==> config.mk <==
export PLATFORM = sky130hd
export DESIGN_NAME = cdx_decoder
export DESIGN_NICKNAME = d
export VERILOG_FILES = /design/src/rtl/cdx_pkg.sv /design/src/rtl/cdx_regmap.sv /design/src/rtl/cdx_imm_build.sv /design/src/rtl/cdx_seq.sv /design/src/rtl/cdx_decoder.sv
export SDC_FILE = /design/constraint.sdc
export NUM_CORES = 1
export LEC_CHECK = 0
export BUFFER_PORTS_ARGS = -buffer_cell sky130_fd_sc_hd__buf_4
export CAP_MARGIN = 15
export CORE_ASPECT_RATIO = 0.5
export CORE_MARGIN = 3
export CORE_UTILIZATION = 35
export DETAILED_ROUTE_END_ITERATION = 7
export PLACE_DENSITY = 0.51
export SLEW_MARGIN = 20
export SYNTH_ARGS = -nofsm -noshare
export SYNTH_HDL_FRONTEND = slang
export SYNTH_HIERARCHICAL = 1
export SYNTH_SLANG_ARGS = --single-unit
==> constraint.sdc <==
create_clock -name clk -period 3.82 [get_ports clk]
set_clock_uncertainty 0.15 [all_clocks]
set_input_delay 0.764 -clock clk [delete_from_list [all_inputs] [get_ports clk]]
set_output_delay 0.764 -clock clk [all_outputs]
set_load 0.1 [all_outputs]
==> src/rtl/cdx_pkg.sv <==
package cdx_pkg;

   typedef enum logic [2:0] {
      CLS_LOAD  = 3'd0,
      CLS_STORE = 3'd1,
      CLS_ALUI  = 3'd2,
      CLS_SHIFT = 3'd3,
      CLS_ALUR  = 3'd4,
      CLS_JUMP  = 3'd5,
      CLS_BAD   = 3'd7
   } cls_e;

   typedef enum logic [1:0] {
      HOLD_NONE = 2'd0,
      HOLD_EXT  = 2'd1,
      HOLD_JAL  = 2'd2
   } hold_e;

   typedef enum logic [2:0] {
      IMM_ZERO  = 3'd0,
      IMM_MEM   = 3'd1,
      IMM_ADD3  = 3'd2,
      IMM_ADD8  = 3'd3,
      IMM_SHIFT = 3'd4,
      IMM_JAL   = 3'd5
   } imm_e;

   localparam logic [4:0] OP_PREFIX = 5'b11110;
   localparam logic [4:0] OP_JAL    = 5'b00011;
   localparam logic [4:0] OP_RR     = 5'b11101;
   localparam logic [4:0] OP_SHIFT  = 5'b00110;
   localparam logic [4:0] OP_ADD3   = 5'b01000;
   localparam logic [4:0] OP_ADD8   = 5'b01001;
   localparam logic [4:0] OP_LB     = 5'b10000;
   localparam logic [4:0] OP_LH     = 5'b10001;
   localparam logic [4:0] OP_LW     = 5'b10011;
   localparam logic [4:0] OP_LD     = 5'b00111;
   localparam logic [4:0] OP_SB     = 5'b11000;
   localparam logic [4:0] OP_SH     = 5'b11001;
   localparam logic [4:0] OP_SW     = 5'b11011;
   localparam logic [4:0] OP_SD     = 5'b01111;

endpackage

==> src/rtl/cdx_regmap.sv <==
module cdx_regmap #(
   parameter int REG_W      = 5,
   parameter int REMAP_BASE = 16
) (
   input  logic [2:0]       fld,
   output logic [REG_W-1:0] arch
);
   // low two field codes are relocated to the remap window
   assign arch = (fld < 3'd2) ? (REG_W'(REMAP_BASE) + REG_W'(fld)) : REG_W'(fld);
endmodule

==> src/rtl/cdx_imm_build.sv <==
module cdx_imm_build
   import cdx_pkg::*;
#(
   parameter int IMM_W = 32
) (
   input  imm_e             sel,
   input  logic             has_pre,
   input  logic [1:0]       sz,
   input  logic [10:0]      pre,
   input  logic [15:0]      hw,
   output logic [IMM_W-1:0] imm
);
   localparam int PAD16 = IMM_W - 16;
   localparam int PAD15 = IMM_W - 15;
   localparam int PAD8  = IMM_W - 8;
   localparam int PAD4  = IMM_W - 4;

   logic [15:0] wide16;
   logic [14:0] wide15;
   logic [5:0]  sh_ext;
   logic [25:0] tgt;

   // fields are reassembled out of their transmitted order
   assign wide16 = {pre[4:0], pre[10:5], hw[4:0]};
   assign wide15 = {pre[3:0], pre[10:4], hw[3:0]};
   assign sh_ext = {pre[5], pre[10:6]};
   assign tgt    = {pre[4:0], pre[9:5], hw};

   always_comb begin
      case (sel)
         IMM_MEM:   imm = has_pre ? {{PAD16{wide16[15]}}, wide16}
                                  : (IMM_W'(hw[4:0]) << sz);
         IMM_ADD3:  imm = has_pre ? {{PAD15{wide15[14]}}, wide15}
                                  : {{PAD4{hw[3]}}, hw[3:0]};
         IMM_ADD8:  imm = has_pre ? {{PAD16{wide16[15]}}, wide16}
                                  : {{PAD8{hw[7]}}, hw[7:0]};
         IMM_SHIFT: imm = has_pre ? IMM_W'(sh_ext)
                                  : ((hw[4:2] == 3'd0) ? IMM_W'(8) : IMM_W'(hw[4:2]));
         IMM_JAL:   imm = IMM_W'(tgt);
         default:   imm = '0;
      endcase
   end
endmodule

==> src/rtl/cdx_seq.sv <==
module cdx_seq
   import cdx_pkg::*;
(
   input  logic        clk,
   input  logic        rst,
   input  logic        acc,
   input  logic [15:0] hw,
   output hold_e       kind,
   output logic [10:0] held,
   output logic        issue
);
   logic is_pre;
   logic is_jal;

   assign is_pre = (hw[15:11] == OP_PREFIX);
   assign is_jal = (hw[15:11] == OP_JAL);

   // a leading halfword is absorbed; anything else closes an instruction
   assign issue = acc && !((kind == HOLD_NONE) && (is_pre || is_jal));

   always_ff @(posedge clk) begin
      if (rst) begin
         kind <= HOLD_NONE;
         held <= '0;
      end else if (acc) begin
         if (kind == HOLD_NONE && is_pre) begin
            kind <= HOLD_EXT;
            held <= hw[10:0];
         end else if (kind == HOLD_NONE && is_jal) begin
            kind <= HOLD_JAL;
            held <= hw[10:0];
         end else begin
            kind <= HOLD_NONE;
         end
      end
   end

   AST_PAIR_CLOSES: assert property (@(posedge clk) disable iff (rst)
      (acc && kind != HOLD_NONE) |=> (kind == HOLD_NONE));
endmodule

==> src/rtl/cdx_decoder.sv <==
module cdx_decoder
   import cdx_pkg::*;
#(
   parameter int IMM_W      = 32,
   parameter int REG_W      = 5,
   parameter int REMAP_BASE = 16,
   parameter int LINK_REG   = 31
) (
   input  logic             clk,
   input  logic             rst,
   input  logic             in_valid,
   output logic             in_ready,
   input  logic [15:0]      in_hw,
   output logic             out_valid,
   input  logic             out_ready,
   output logic [2:0]       out_cls,
   output logic [REG_W-1:0] out_src_a,
   output logic [REG_W-1:0] out_src_b,
   output logic [REG_W-1:0] out_dst,
   output logic [IMM_W-1:0] out_imm,
   output logic [1:0]       out_size,
   output logic [4:0]       out_fn,
   output logic             out_ext,
   output logic             out_illegal
);
   localparam int NUM_FLD = 2;
   localparam int REG_CNT = 1 << REG_W;

   if (IMM_W < 26) begin : g_chk_imm
      $error("IMM_W must hold the 26-bit jump target");
   end
   if (REG_W < 3) begin : g_chk_reg
      $error("REG_W must cover a 3-bit field");
   end
   if (REMAP_BASE + 1 >= REG_CNT || LINK_REG >= REG_CNT) begin : g_chk_map
      $error("REMAP_BASE or LINK_REG outside the register space");
   end

   logic             acc;
   logic             issue;
   logic             has_pre;
   hold_e            kind;
   logic [10:0]      held;
   logic [4:0]       op;
   logic [REG_W-1:0] mapped [NUM_FLD];
   logic [IMM_W-1:0] n_imm;

   cls_e             n_cls;
   imm_e             n_sel;
   logic [1:0]       n_sz;
   logic [4:0]       n_fn;
   logic [REG_W-1:0] n_a, n_b, n_d;
   logic             n_ext, n_bad;

   cls_e             r_cls;

   assign in_ready = !out_valid || out_ready;
   assign acc      = in_valid && in_ready;
   assign op       = in_hw[15:11];
   assign has_pre  = (kind == HOLD_EXT);

   cdx_seq u_seq (
      .clk   (clk),
      .rst   (rst),
      .acc   (acc),
      .hw    (in_hw),
      .kind  (kind),
      .held  (held),
      .issue (issue)
   );

   // field 0 = bits [10:8], field 1 = bits [7:5]
   for (genvar gi = 0; gi < NUM_FLD; gi++) begin : g_map
      cdx_regmap #(.REG_W(REG_W), .REMAP_BASE(REMAP_BASE)) u_map (
         .fld  (in_hw[10-3*gi -: 3]),
         .arch (mapped[gi])
      );
   end

   always_comb begin
      n_cls = CLS_BAD;
      n_sel = IMM_ZERO;
      n_sz  = 2'd0;
      n_fn  = 5'd0;
      n_a   = '0;
      n_b   = '0;
      n_d   = '0;
      n_ext = has_pre;
      if (kind == HOLD_JAL) begin
         n_cls = CLS_JUMP;
         n_sel = IMM_JAL;
         n_d   = REG_W'(LINK_REG);
         n_fn  = {4'b0000, held[10]};
         n_ext = 1'b1;
      end else begin
         case (op)
            OP_LB, OP_LH, OP_LW, OP_LD: begin
               n_cls = CLS_LOAD;
               n_sel = IMM_MEM;
               n_a   = mapped[0];
               n_d   = mapped[1];
            end
            OP_SB, OP_SH, OP_SW, OP_SD: begin
               n_cls = CLS_STORE;
               n_sel = IMM_MEM;
               n_a   = mapped[0];
               n_b   = mapped[1];
            end
            OP_ADD3: begin
               n_cls = CLS_ALUI;
               n_sel = IMM_ADD3;
               n_a   = mapped[0];
               n_d   = mapped[1];
               n_fn  = {4'b0000, in_hw[4]};
            end
            OP_ADD8: begin
               n_cls = CLS_ALUI;
               n_sel = IMM_ADD8;
               n_a   = mapped[0];
               n_d   = mapped[0];
               n_fn  = 5'd2;
            end
            OP_SHIFT: begin
               n_cls = CLS_SHIFT;
               n_sel = IMM_SHIFT;
               n_a   = mapped[1];
               n_d   = mapped[0];
               n_fn  = {3'b000, in_hw[1:0]};
            end
            OP_RR: begin
               if (!has_pre) begin
                  n_cls = CLS_ALUR;
                  n_a   = mapped[0];
                  n_b   = mapped[1];
                  n_d   = mapped[0];
                  n_fn  = in_hw[4:0];
               end
            end
            default: n_cls = CLS_BAD;
         endcase
         case (op)
            OP_LB, OP_SB: n_sz = 2'd0;
            OP_LH, OP_SH: n_sz = 2'd1;
            OP_LW, OP_SW: n_sz = 2'd2;
            OP_LD, OP_SD: n_sz = 2'd3;
            default:      n_sz = 2'd0;
         endcase
      end
      n_bad = (n_cls == CLS_BAD);
      if (n_bad) begin
         n_sel = IMM_ZERO;
         n_sz  = 2'd0;
         n_fn  = 5'd0;
         n_a   = '0;
         n_b   = '0;
         n_d   = '0;
         n_ext = 1'b0;
      end
   end

   cdx_imm_build #(.IMM_W(IMM_W)) u_imm (
      .sel     (n_sel),
      .has_pre (has_pre),
      .sz      (n_sz),
      .pre     (held),
      .hw      (in_hw),
      .imm     (n_imm)
   );

   always_ff @(posedge clk) begin
      if (rst) begin
         out_valid   <= 1'b0;
         r_cls       <= CLS_BAD;
         out_src_a   <= '0;
         out_src_b   <= '0;
         out_dst     <= '0;
         out_imm     <= '0;
         out_size    <= '0;
         out_fn      <= '0;
         out_ext     <= 1'b0;
         out_illegal <= 1'b0;
      end else if (issue) begin
         out_valid   <= 1'b1;
         r_cls       <= n_cls;
         out_src_a   <= n_a;
         out_src_b   <= n_b;
         out_dst     <= n_d;
         out_imm     <= n_imm;
         out_size    <= n_sz;
         out_fn      <= n_fn;
         out_ext     <= n_ext;
         out_illegal <= n_bad;
      end else if (out_ready) begin
         out_valid   <= 1'b0;
      end
   end

   assign out_cls = r_cls;

   AST_READY_WHEN_EMPTY: assert property (@(posedge clk) disable iff (rst)
      !out_valid |-> in_ready);
   AST_HOLD_STABLE: assert property (@(posedge clk) disable iff (rst)
      (out_valid && !out_ready) |=> (out_valid && $stable(out_imm) && $stable(out_cls)
                                     && $stable(out_dst) && $stable(out_illegal)));
   AST_PREFIX_SILENT: assert property (@(posedge clk) disable iff (rst)
      (acc && kind == HOLD_NONE && op == OP_PREFIX) |=> !out_valid);
   AST_REMAP_RANGE: assert property (@(posedge clk) disable iff (rst)
      (out_valid && out_cls == CLS_LOAD) |-> ((out_dst >= REG_W'(2) && out_dst <= REG_W'(7))
         || out_dst == REG_W'(REMAP_BASE) || out_dst == REG_W'(REMAP_BASE + 1)));
   AST_SHIFT_RANGE: assert property (@(posedge clk) disable iff (rst)
      (out_valid && out_cls == CLS_SHIFT && !out_ext)
         |-> (out_imm >= IMM_W'(1) && out_imm <= IMM_W'(8)));
   AST_BAD_CLEAN: assert property (@(posedge clk) disable iff (rst)
      (out_valid && out_illegal) |-> (out_cls == CLS_BAD && out_imm == '0
                                      && out_dst == '0 && !out_ext));
   AST_SCALED_ALIGN: assert property (@(posedge clk) disable iff (rst)
      (out_valid && (out_cls == CLS_LOAD || out_cls == CLS_STORE) && !out_ext
       && out_size == 2'd3) |-> (out_imm[2:0] == 3'd0));
   AST_RESET_EMPTY: assert property (@(posedge clk)
      $past(rst) |-> !out_valid);
endmodule

==> summary.md, run 1 <==
| Metric | Value |
|---|---|
| Commonest non-fill, non-tap cell in the layout | `buf_4` |
| Syn_area_per_cell | `8.79 µm²` |
| Mapped Area | `4330 µm²` |
| Most frequent cells in the layout | `88 x buf_4, 73 x dfxtp_1, 49 x mux2i_1, 48 x nor2_1, 37 x nand2_1` |
| R2R Path Start | `u_seq/kind[1]` |
| CP max FO | `13` |
| Area of the multi-input gates | `2470 µm²` |
| Worst setup SP type | `flop` |
| Die Y | `84.6 µm` |
| Hold Fails Final Rpt | `0` |
| Max VDD drop | `0.000174 V` |
| H-tree depth | `3` |
| Max-cap viol count | `0` |
| Top cells by area, synth | `dfxtp_1 34%, mux2i_1 11%, nand2b_1 4.9%` |
| HP Class | `flop to flop` |
| Worst slew margin | `54.5%` |
| Met3 WL | `649 µm` |
| Post-synth EDFFs | `0` |
| Crit. path cell count | `10` |
| DR iter-0 viols | `253` |
| Post-synth top area share | `33.8%` |
| Req. time, crit path | `3.87 ns` |
| Clock slew at reported path FFs | `0.06 ns` |
| RSZ-0062 raised after global routing | `false` |
| Netlist cell types | `78` |
| Wire per inst | `17.2 µm` |
| Worst r2r dst | `out_imm[3]` |
| Largest net degree at the start of global routing | `70` |
| Die W | `163 µm` |
| I/O Buffers | `80` |
| Post-CTS Setup Bufs | `0` |
| Fraction of registers with async set/reset | `0%` |
| Max incr delay on CP | `0.52 ns` |
| Final nets | `570` |
| Outcome | `finished, final reports clean` |
| Initial core utilization | `36.2%` |
| CP Class | `flop to flop` |
| Reg area | `1460 µm²` |
| Most area-hungry cell type in the Yosys netlist | `dfxtp_1` |
| CP endpoint kind | `flop` |
| HP Start | `out_src_b[2]` |
| Layout cell share with drive strength beyond 1 | `23.6%` |
| Post-layout util | `43.5%` |
| Yosys warning count | `6` |
| Net Sw Frac | `28.6%` |
| Routed length on met1 | `6.35 mm` |
| #FFs+latches synth | `73` |
| First-pass GRT wire length | `19.7 mm` |
| Area share of fa/ha/maj cells after synthesis | `0.578%` |
| Setup TNS | `0 ns` |
| # IOs | `81` |
| Inst Count DP | `702` |
| FF-to-FF path depth | `10` |
| Gpl congestion | `0.811` |
| Fmax | `0.325 GHz` |
| Wire length on met2 | `5.23 mm` |
| Critical path arrival | `3.12 ns` |
| P per Cell Area | `389 nW/µm²` |
| DR vias | `3,734` |
| Period utilization | `80.5%` |
| Syn nets | `514` |
| Number of remaining DRC errors | `0` |
| Sequential power share | `38.7%` |
| Mux contribution to synthesized area | `12.0%` |
| CTS tree | `built` |
| Worst-Skew Late Latency | `0.34 ns` |
| Mapped Cells | `492` |
| Power share of the combinational group | `16.3%` |
| Hold bufs inserted after CTS | `0` |
| Router iterations before antenna repair | `5` |
| Grt ovf | `0` |
| Pleak | `2.17 nW` |
| Clk network pwr share | `45.0%` |
| Finished Cell Area | `5200 µm²` |
| Simple-gate share of the synthesized area | `21.2%` |
| Initial antenna violation count | `0` |
| Cell internal pwr | `0.00144 W` |
| Drt via density | `5.21` |
| Worst hold stages | `2` |
| Slew Limit Fails | `0` |
| Worst path bufs/invs | `1` |
| Reg2reg setup slack | `0.75 ns` |
| CTS buffer count | `9` |
| ANT cells | `0` |
| DR top layer | `met4` |
| Hold path endpoint | `out_src_b[2]` |
| Vias in the first global route | `3,492` |
| Row cnt | `28` |
| P&R area growth vs syn | `20.2%` |
| Synth Area in Compound Gates | `22.4%` |
| Endpoints failing setup | `0` |
| Core area | `11,900 µm²` |
| Min Tclk post-route | `3.07 ns` |
| Total wire length | `12.3 mm` |
| Largest family of logic cells by synthesized area | `compound AO/OA/AOI/OAI gates` |
| Slew @ Worst Pin | `0.683 ns` |
| CTS Buffer Depth | `2` |
| Power Total | `0.00203 W` |
| Xor and xnor fraction of the mapped netlist area | `0.405%` |
| Post-route insts no fill | `717` |
| Sw power | `0.000580 W` |
| Root Buffer | `clkbuf_16` |
| Sink Count | `73` |
| Die area | `13,800 µm²` |
| Dpl hpwl | `8.81 mm` |
| PostCTS Resize Cnt | `0` |
| Cell Chain, Critical Path | `inv_1, ha_1, nand4b_1, a21oi_1, o211a_1, nand2b_2, o21ai_1, a221o_1, mux2i_1, nor2_1` |
| Antenna-violating nets left | `0` |
| Total GRT Usage | `18.2%` |
| Dpl cell area | `4880 µm²` |
| Slowest cell on crit path | `o211a_1` |
| Top FF cell, synth | `dfxtp_1` |
| Kind of cell adding the most delay to the critical path | `compound AO/OA/AOI/OAI gates` |
| Sequential fraction of the synthesis area | `33.8%` |
| Fillcell total | `1,233` |
-- Yosys cell counts, types with 3 or more instances --
master	instances
dfxtp_1	73
nor3_1	7
or3_1	5
a221o_1	3
a21boi_0	5
a31oi_1	4
clkbuf_8	6
buf_6	3
o21ai_0	23
nor2b_1	5
nand3_1	5
nand2_1	37
inv_1	15
buf_2	10
a22oi_1	5
o21ai_1	7
o31ai_1	5
nor2_1	48
a211o_1	3
a32oi_1	6
buf_4	15
and3_1	4
o22ai_1	3
a22o_1	8
nand4b_1	3
a21o_1	12
mux2i_1	49
clkbuf_1	8
nand2b_1	34
a211oi_1	3
a21oi_1	23
-- power groups by stage --
stage	clock network (W)	logic [W]	registers, W
6_report	0.000911	0.000331	0.000783
5_1_grt	0.000967	0.000352	0.000785
4_1_cts	0.000939	0.000330	0.000783
3_5_place_dp	0	0.000329	0.000800
3_3_place_gp	0	0.000330	0.000800
2_1_floorplan	0	0.000171	0.000879
-- worst reg2reg max path: stages (launching register included) --
cell	delay (ns)
dfxtp_1	0.40
inv_1	0.07
ha_1	0.20
nand4b_1	0.20
a21oi_1	0.47
o211a_1	0.52
nand2b_2	0.26
o21ai_1	0.14
a221o_1	0.36
mux2i_1	0.13
nor2_1	0.05
-- state kept, by name, summed over array words and instances (netlist names) --
name,cells
out_cls,3
u_seq/kind,2
u_seq/held,11
out_src_b,5
out_valid,1
out_src_a,5
out_imm,32
out_ext,1
out_dst,5
out_size,2
out_fn,5
out_illegal,1
-- layout make-up --
class                           instances  area share [%]
Tap cell                              165            3.97
Sequential cell                        73            28.1
Clock inverter                          6            1.78
Timing Repair Buffer                   89            13.1
Inverter                               17            1.23
Clock buffer                            9            4.33
Multi-Input combinational cell        358            47.5
-- stage by stage --
stage	hold WS (ns)	setup WS [ns]
global route	0.323	0.461
global placement	0.294	0.518
floorplan	0.307	0.225
CTS	0.306	0.771
detailed placement	0.292	0.476
finish	0.302	0.746
-- routing by layer --
| layer | GRT usage [%] | vias to the layer above |
|---|---|---|
| met1 | 26.8 | 1785 |
| met2 | 26.5 | 85 |
| met3 | 4.73 | 9 |
| li1 | - | 1855 |
| met4 | 3.84 | 0 |
| met5 | 0 | - |
-- worst max-delay path by stage --
stage                              from         end  slack [ns]
final                     u_seq/kind[1]  out_imm[3]        0.75
after global routing      u_seq/kind[1]  out_imm[2]        0.46
after CTS                 u_seq/kind[1]  out_imm[3]        0.77
after detailed placement      in_hw[15]  out_imm[3]        0.48
after global placement        in_hw[15]  out_imm[7]        0.52
after floorplan               out_valid  out_dst[0]        0.22
-- cell families after synthesis --
kind of cell    count (synthesis)
mux                            51
flops                          73
other cells                     2
xor+xnor                        2
fa+ha+maj                       2
simple gates                  169
compound gates                132
buf+inv                        61
(Power assumes the default switching activity.)
==> inputs of run 2 (changes only) <==
clock period = 3 ns   (was 3.82 ns; I/O delays follow)
==> run 2 against run 1 <==
Sequential share of layout area shrank 0.82 points. Worst setup slack lost 0.44 ns. Sequential cell count is the same. Cell count grew 3.2%. Total power grew 25%. Critical endpoint is now out_imm[13]. Largest cell class unchanged. Largest power group unchanged.
==> summary.md, run 2 (synthesis gave the netlist of run 1 again) <==
| Metric | Value |
|---|---|
| Pleak | `2.28 nW` |
| Slew @ Worst Pin | `0.605 ns` |
| CP Class | `flop to flop` |
| DR iter-0 viols | `385` |
| Max incr delay on CP | `0.41 ns` |
| Hold bufs inserted after CTS | `0` |
| First-pass GRT wire length | `20.2 mm` |
| Reg area | `1460 µm²` |
| Endpoints failing setup | `0` |
| Inst Count DP | `724` |
| Max reg flops | `32` |
| Fillcell total | `1,197` |
| Die area | `13,800 µm²` |
| Slew Limit Fails | `0` |
| I/O Buffers | `80` |
| Power Total | `0.00253 W` |
| PostCTS Resize Cnt | `0` |
| HP Class | `flop to flop` |
| Setup ws final | `0.309 ns` |
| Area of the multi-input gates | `2470 µm²` |
| Req. time, crit path | `3.12 ns` |
| Setup TNS | `0 ns` |
| Vias in the first global route | `3,653` |
| Slowest cell on crit path | `dfxtp_1` |
| Total wire length | `12.6 mm` |
| Antenna-violating nets left | `0` |
| Row cnt | `28` |
| Final hold slack | `0.304 ns` |
| Critical path arrival | `2.81 ns` |
| Root Buffer | `clkbuf_16` |
| Max-cap viol count | `0` |
| Fmax | `0.372 GHz` |
| CTS tree | `built` |
| Total GRT Usage | `18.6%` |
| Hold Fails Final Rpt | `0` |
| RSZ-0062 raised after global routing | `false` |
| CTS Buffer Depth | `2` |
| Drt via density | `5.20` |
| Max VDD drop | `0.000235 V` |
| Router iterations before antenna repair | `5` |
| P per Cell Area | `471 nW/µm²` |
| Min Tclk post-route | `2.69 ns` |
| H-tree depth | `3` |
| CTS buffer count | `9` |
| Worst setup SP type | `flop` |
| Period utilization | `89.7%` |
| Most frequent cells in the layout | `109 x buf_4, 72 x dfxtp_1, 49 x mux2i_1, 48 x nor2_1, 37 x nand2_1` |
| DR vias | `3,849` |
| Core area | `11,900 µm²` |
| Largest regs | `out_imm: 32 flops, u_seq/held: 11 flops` |
| Largest net degree at the start of global routing | `60` |
| Initial core utilization | `36.2%` |
| Cell Chain, Critical Path | `inv_1, ha_1, nand4b_1, a21oi_1, o211a_1, buf_4, nand2b_4, nor3_1, a21oi_1, o21ai_1, mux2i_1, nor2_1` |
| Sink Count | `73` |
| Post-CTS Setup Bufs | `0` |
| Final nets | `592` |
| P&R area growth vs syn | `23.9%` |
| Worst slew margin | `59.4%` |
| Die Y | `84.6 µm` |
| Worst-Skew Late Latency | `0.33 ns` |
| Number of remaining DRC errors | `0` |
| Top cell by count, worst path | `a21oi_1` |
| ANT cells | `0` |
| Largest Register | `out_imm` |
| # IOs | `81` |
| Worst slack at placement | `0.0779 ns` |
| Layout cell share with drive strength beyond 1 | `27.0%` |
| Dpl hpwl | `9.13 mm` |
| CP max FO | `7` |
| Outcome | `finished, final reports clean` |
| Wire per inst | `17.0 µm` |
| Post-route insts no fill | `740` |
| Commonest non-fill, non-tap cell in the layout | `buf_4` |
| CP endpoint kind | `flop` |
| Initial antenna violation count | `0` |
| Gpl congestion | `0.842` |
| Grt ovf | `0` |
| Die W | `163 µm` |
| Clock slew at reported path FFs | `0.06 ns` |
-- run 2: through the flow --
step           util (%)  cell area, µm²
6_report           44.9            5360
5_1_grt            44.9            5360
4_1_cts            44.9            5360
3_5_place_dp       42.4            5070
3_3_place_gp       42.4            5070
2_1_floorplan         -            4330
-- run 2: final cells by class --
| cell class | instances | share of cell area [%] |
|---|---|---|
| clock buffers | 9 | 4.20 |
| clock inverters | 7 | 1.33 |
| inverters | 17 | 1.19 |
| multi-input cells | 358 | 46.2 |
| flip-flops and latches | 73 | 27.3 |
| well taps | 165 | 3.85 |
| repair buffers | 111 | 16.0 |
-- run 2: final timing paths --
check | depth (start not counted) | end | startpoint | slack, ns
max reg2reg | 12 | out_imm[13] | u_seq/kind[1] | 0.31
min | 2 | out_src_b[3] | out_src_b[3] | 0.30
max | 12 | out_imm[13] | u_seq/kind[1] | 0.31
min reg2reg | 2 | out_src_b[3] | out_src_b[3] | 0.30
-- run 2: routing by layer --
metal | global-route usage (%) | share of wire, % | vias up | wire (µm)
met3 | 4.14 | 5.5 | 12 | 694
met2 | 27.4 | 43 | 106 | 5370
li1 | - | - | 1899 | -
met4 | 3.91 | 1.1 | 0 | 142
met1 | 27.6 | 51 | 1832 | 6360
met5 | 0 | 0 | - | 0
-- run 2: critical path, delay by kind of cell, from the launching register on --
| family | cells | cell delay [ns] |
|---|---|---|
| AOI/OAI and AO/OA | 4 | 0.79 |
| buffers and inverters | 2 | 0.23 |
| adders and majority gates | 1 | 0.20 |
| and+or+nand+nor | 4 | 0.74 |
| muxes | 1 | 0.11 |
| DFF | 1 | 0.41 |
-- run 2: report_power, final --
group | internal [W] | switching [W]
sequential | 0.000986 | 0.0000112
combinational | 0.000143 | 0.000299
clock | 0.000642 | 0.000444
total | 0.00177 | 0.000754
==> inputs of run 3 (changes only) <==
ABC_AREA = 1   (was default)
PLACE_DENSITY = 0.5   (was 0.51)
==> run 3 against run 2 <==
Clock power about the same. Cell count increased by 24%. Wire length increased by 15%. Core utilization decreased by 0.51 points. Sequential share of layout area decreased by 0.11 points. Register-to-register slack improved by 0.25 ns. Fmax increased by 10%. Combinational power increased by 69%. Critical path type unchanged.
==> summary.md, run 3 <==
| Metric | Value |
|---|---|
| Antenna-violating nets left | `0` |
| FF-to-FF path depth | `11` |
| CTS tree | `built` |
| Area share of fa/ha/maj cells after synthesis | `0.560%` |
| CTS Buffer Depth | `2` |
| Min Tclk post-route | `2.44 ns` |
| P per Cell Area | `535 nW/µm²` |
| Reg2reg setup slack | `0.56 ns` |
| CP max FO | `20` |
| H-tree depth | `3` |
| Netlist cell types | `34` |
| Vias in the first global route | `4,182` |
| Simple-gate share of the synthesized area | `42.8%` |
| Setup TNS | `0 ns` |
| Post-synth EDFFs | `0` |
| Total wire length | `14.5 mm` |
| Commonest non-fill, non-tap cell in the layout | `nand2_1` |
| Cell with the most instances after synthesis | `nand2_1` |
| Largest Register | `out_imm` |
| DR iter-0 viols | `324` |
| Slew Limit Fails | `0` |
| Most frequent cells in the layout | `174 x nand2_1, 110 x nor2_1, 95 x buf_4, 73 x dfxtp_1, 55 x nand3_1` |
| Row cnt | `28` |
| RSZ-0062 raised after global routing | `false` |
| Mux contribution to synthesized area | `0%` |
| DR vias | `4,581` |
| PostCTS Resize Cnt | `0` |
| Max-cap viol count | `0` |
| Post-synth top area share | `32.7%` |
| Max VDD drop | `0.000210 V` |
| Hold path endpoint | `out_src_b[4]` |
| I/O Buffers | `80` |
| Mapped Area | `4470 µm²` |
| Core area | `12,100 µm²` |
| HP Start | `out_src_b[4]` |
| Sink Count | `73` |
| Layout cell share with drive strength beyond 1 | `21.9%` |
| Final hold slack | `0.315 ns` |
| Worst hold stages | `2` |
| Gpl congestion | `0.899` |
| Synth Area in Compound Gates | `11.8%` |
| Worst r2r dst | `out_imm[11]` |
| Worst setup SP type | `flop` |
| Root Buffer | `clkbuf_16` |
| Syn_area_per_cell | `6.47 µm²` |
| Largest regs | `out_imm: 32 flops, u_seq/held: 11 flops` |
| CP endpoint kind | `flop` |
| Hold Fails Final Rpt | `0` |
| Req. time, crit path | `3.08 ns` |
| Yosys warning count | `6` |
| Pleak | `2.64 nW` |
| Drt via density | `4.98` |
| Endpoints failing setup | `0` |
| Worst-Skew Late Latency | `0.34 ns` |
| CP Class | `flop to flop` |
| Sequential fraction of the synthesis area | `32.7%` |
| Most area-hungry cell type in the Yosys netlist | `dfxtp_1` |
| Max reg flops | `32` |
| Final nets | `772` |
| Initial core utilization | `36.9%` |
| Initial antenna violation count | `0` |
| Grt ovf | `0` |
| # IOs | `81` |
| Fraction of registers with async set/reset | `0%` |
| R2R Path Start | `u_seq/kind[0]` |
| Fmax | `0.410 GHz` |
| #FFs+latches synth | `73` |
| Top FF cell, synth | `dfxtp_1` |
| Die Y | `85.9 µm` |
| Router iterations before antenna repair | `5` |
| Hold bufs inserted after CTS | `0` |
| ANT cells | `0` |
| Die area | `14,200 µm²` |
| HP Class | `flop to flop` |
| Outcome | `finished, final reports clean` |
| First-pass GRT wire length | `23.2 mm` |
| Largest net degree at the start of global routing | `38` |
| Die W | `166 µm` |
| Period utilization | `81.4%` |
| Total GRT Usage | `20.4%` |
| Critical path arrival | `2.52 ns` |
| CTS buffer count | `9` |
| Syn nets | `713` |
| Wire per inst | `15.7 µm` |
| P&R area growth vs syn | `20.3%` |
| Xor and xnor fraction of the mapped netlist area | `0%` |
| Clock slew at reported path FFs | `0.06 ns` |
| Largest family of logic cells by synthesized area | `simple AND/OR/NAND/NOR gates` |
| Mapped Cells | `691` |
| Top cells by area, synth | `dfxtp_1 33%, nand2_1 15%, nor2_1 9.2%` |
| Dpl hpwl | `10.6 mm` |
| Fillcell total | `1,349` |
| Post-CTS Setup Bufs | `0` |
| Number of remaining DRC errors | `0` |
| Synth cell count leaders | `174 x nand2_1, 110 x nor2_1, 73 x dfxtp_1, 55 x nand3_1, 47 x inv_1` |
==> run 3: critical path, stage by stage, from the launching register on <==
cell	delay [ns]
dfxtp_1	0.39
inv_1	0.06
ha_1	0.26
inv_1	0.20
nand3_1	0.34
nand3_2	0.23
inv_1	0.05
buf_4	0.20
a22oi_2	0.18
nand2_1	0.08
nor2_1	0.13
nor2_1	0.06
==> run 3: worst max path at each step <==
| stage | to | from | cells after the start | slack [ns] |
|---|---|---|---|---|
| 2_1_floorplan | out_cls[2] | out_valid | 11 | 0.26 |
| 3_3_place_gp | out_imm[11] | in_hw[11] | 12 | 0.42 |
| 3_5_place_dp | out_imm[24] | in_hw[14] | 12 | 0.31 |
| 4_1_cts | out_imm[11] | u_seq/kind[0] | 11 | 0.59 |
| 5_1_grt | out_imm[21] | u_seq/kind[0] | 11 | 0.34 |
| 6_report | out_imm[11] | u_seq/kind[0] | 11 | 0.56 |
==> run 3: through the flow <==
stage	instances	instance area, µm²	setup WS, ns	total power, W	util [%]
after global placement	904	5090	0.415	0.00181	42.0
after detailed placement	904	5090	0.313	0.00181	42.0
final	920	5380	0.558	0.00288	44.4
after CTS	920	5380	0.586	0.00289	44.4
after global routing	920	5380	0.341	0.00300	44.4
after floorplan	691	4470	0.257	0.00163	-
==> run 3: kinds of logic (layout without fill, tap and decap cells) <==
kind of cell | Yosys count | count (layout)
other | 2 | 2
AO/OA/AOI/OAI | 99 | 99
AND/OR/NAND/NOR | 408 | 408
buffers and inverters | 107 | 171
adder cells (fa/ha/maj) | 2 | 2
flip-flops | 73 | 73
==> run 3: final cells by class <==
class / instances / area, µm² / share of cell area (%)
clock buffer: 13 / 250 / 4.65
clock inverter: 3 / 40.0 / 0.744
inverter: 60 / 225 / 4.19
multi-input combinational: 511 / 2480 / 46.2
sequential: 73 / 1460 / 27.2
tap: 165 / 206 / 3.84
timing repair buffer: 95 / 713 / 13.3
==> run 3: report_power, final <==
group	internal [W]	leakage [nW]	total [W]	switching, W
sequential	0.00102	0.597	0.00105	0.0000279
clock	0.000665	0.144	0.00108	0.000418
combinational	0.000162	1.90	0.000745	0.000583
total	0.00185	2.64	0.00288	0.00103
==> run 3: per-layer routing <==
layer | GRT usage (%) | part of all wire, % | up-vias
li1 | - | - | 2324
met1 | 30.7 | 53 | 2105
met2 | 29.2 | 39 | 135
met3 | 4.88 | 6.7 | 17
met4 | 4.98 | 1.3 | 0
met5 | 0 | 0 | -
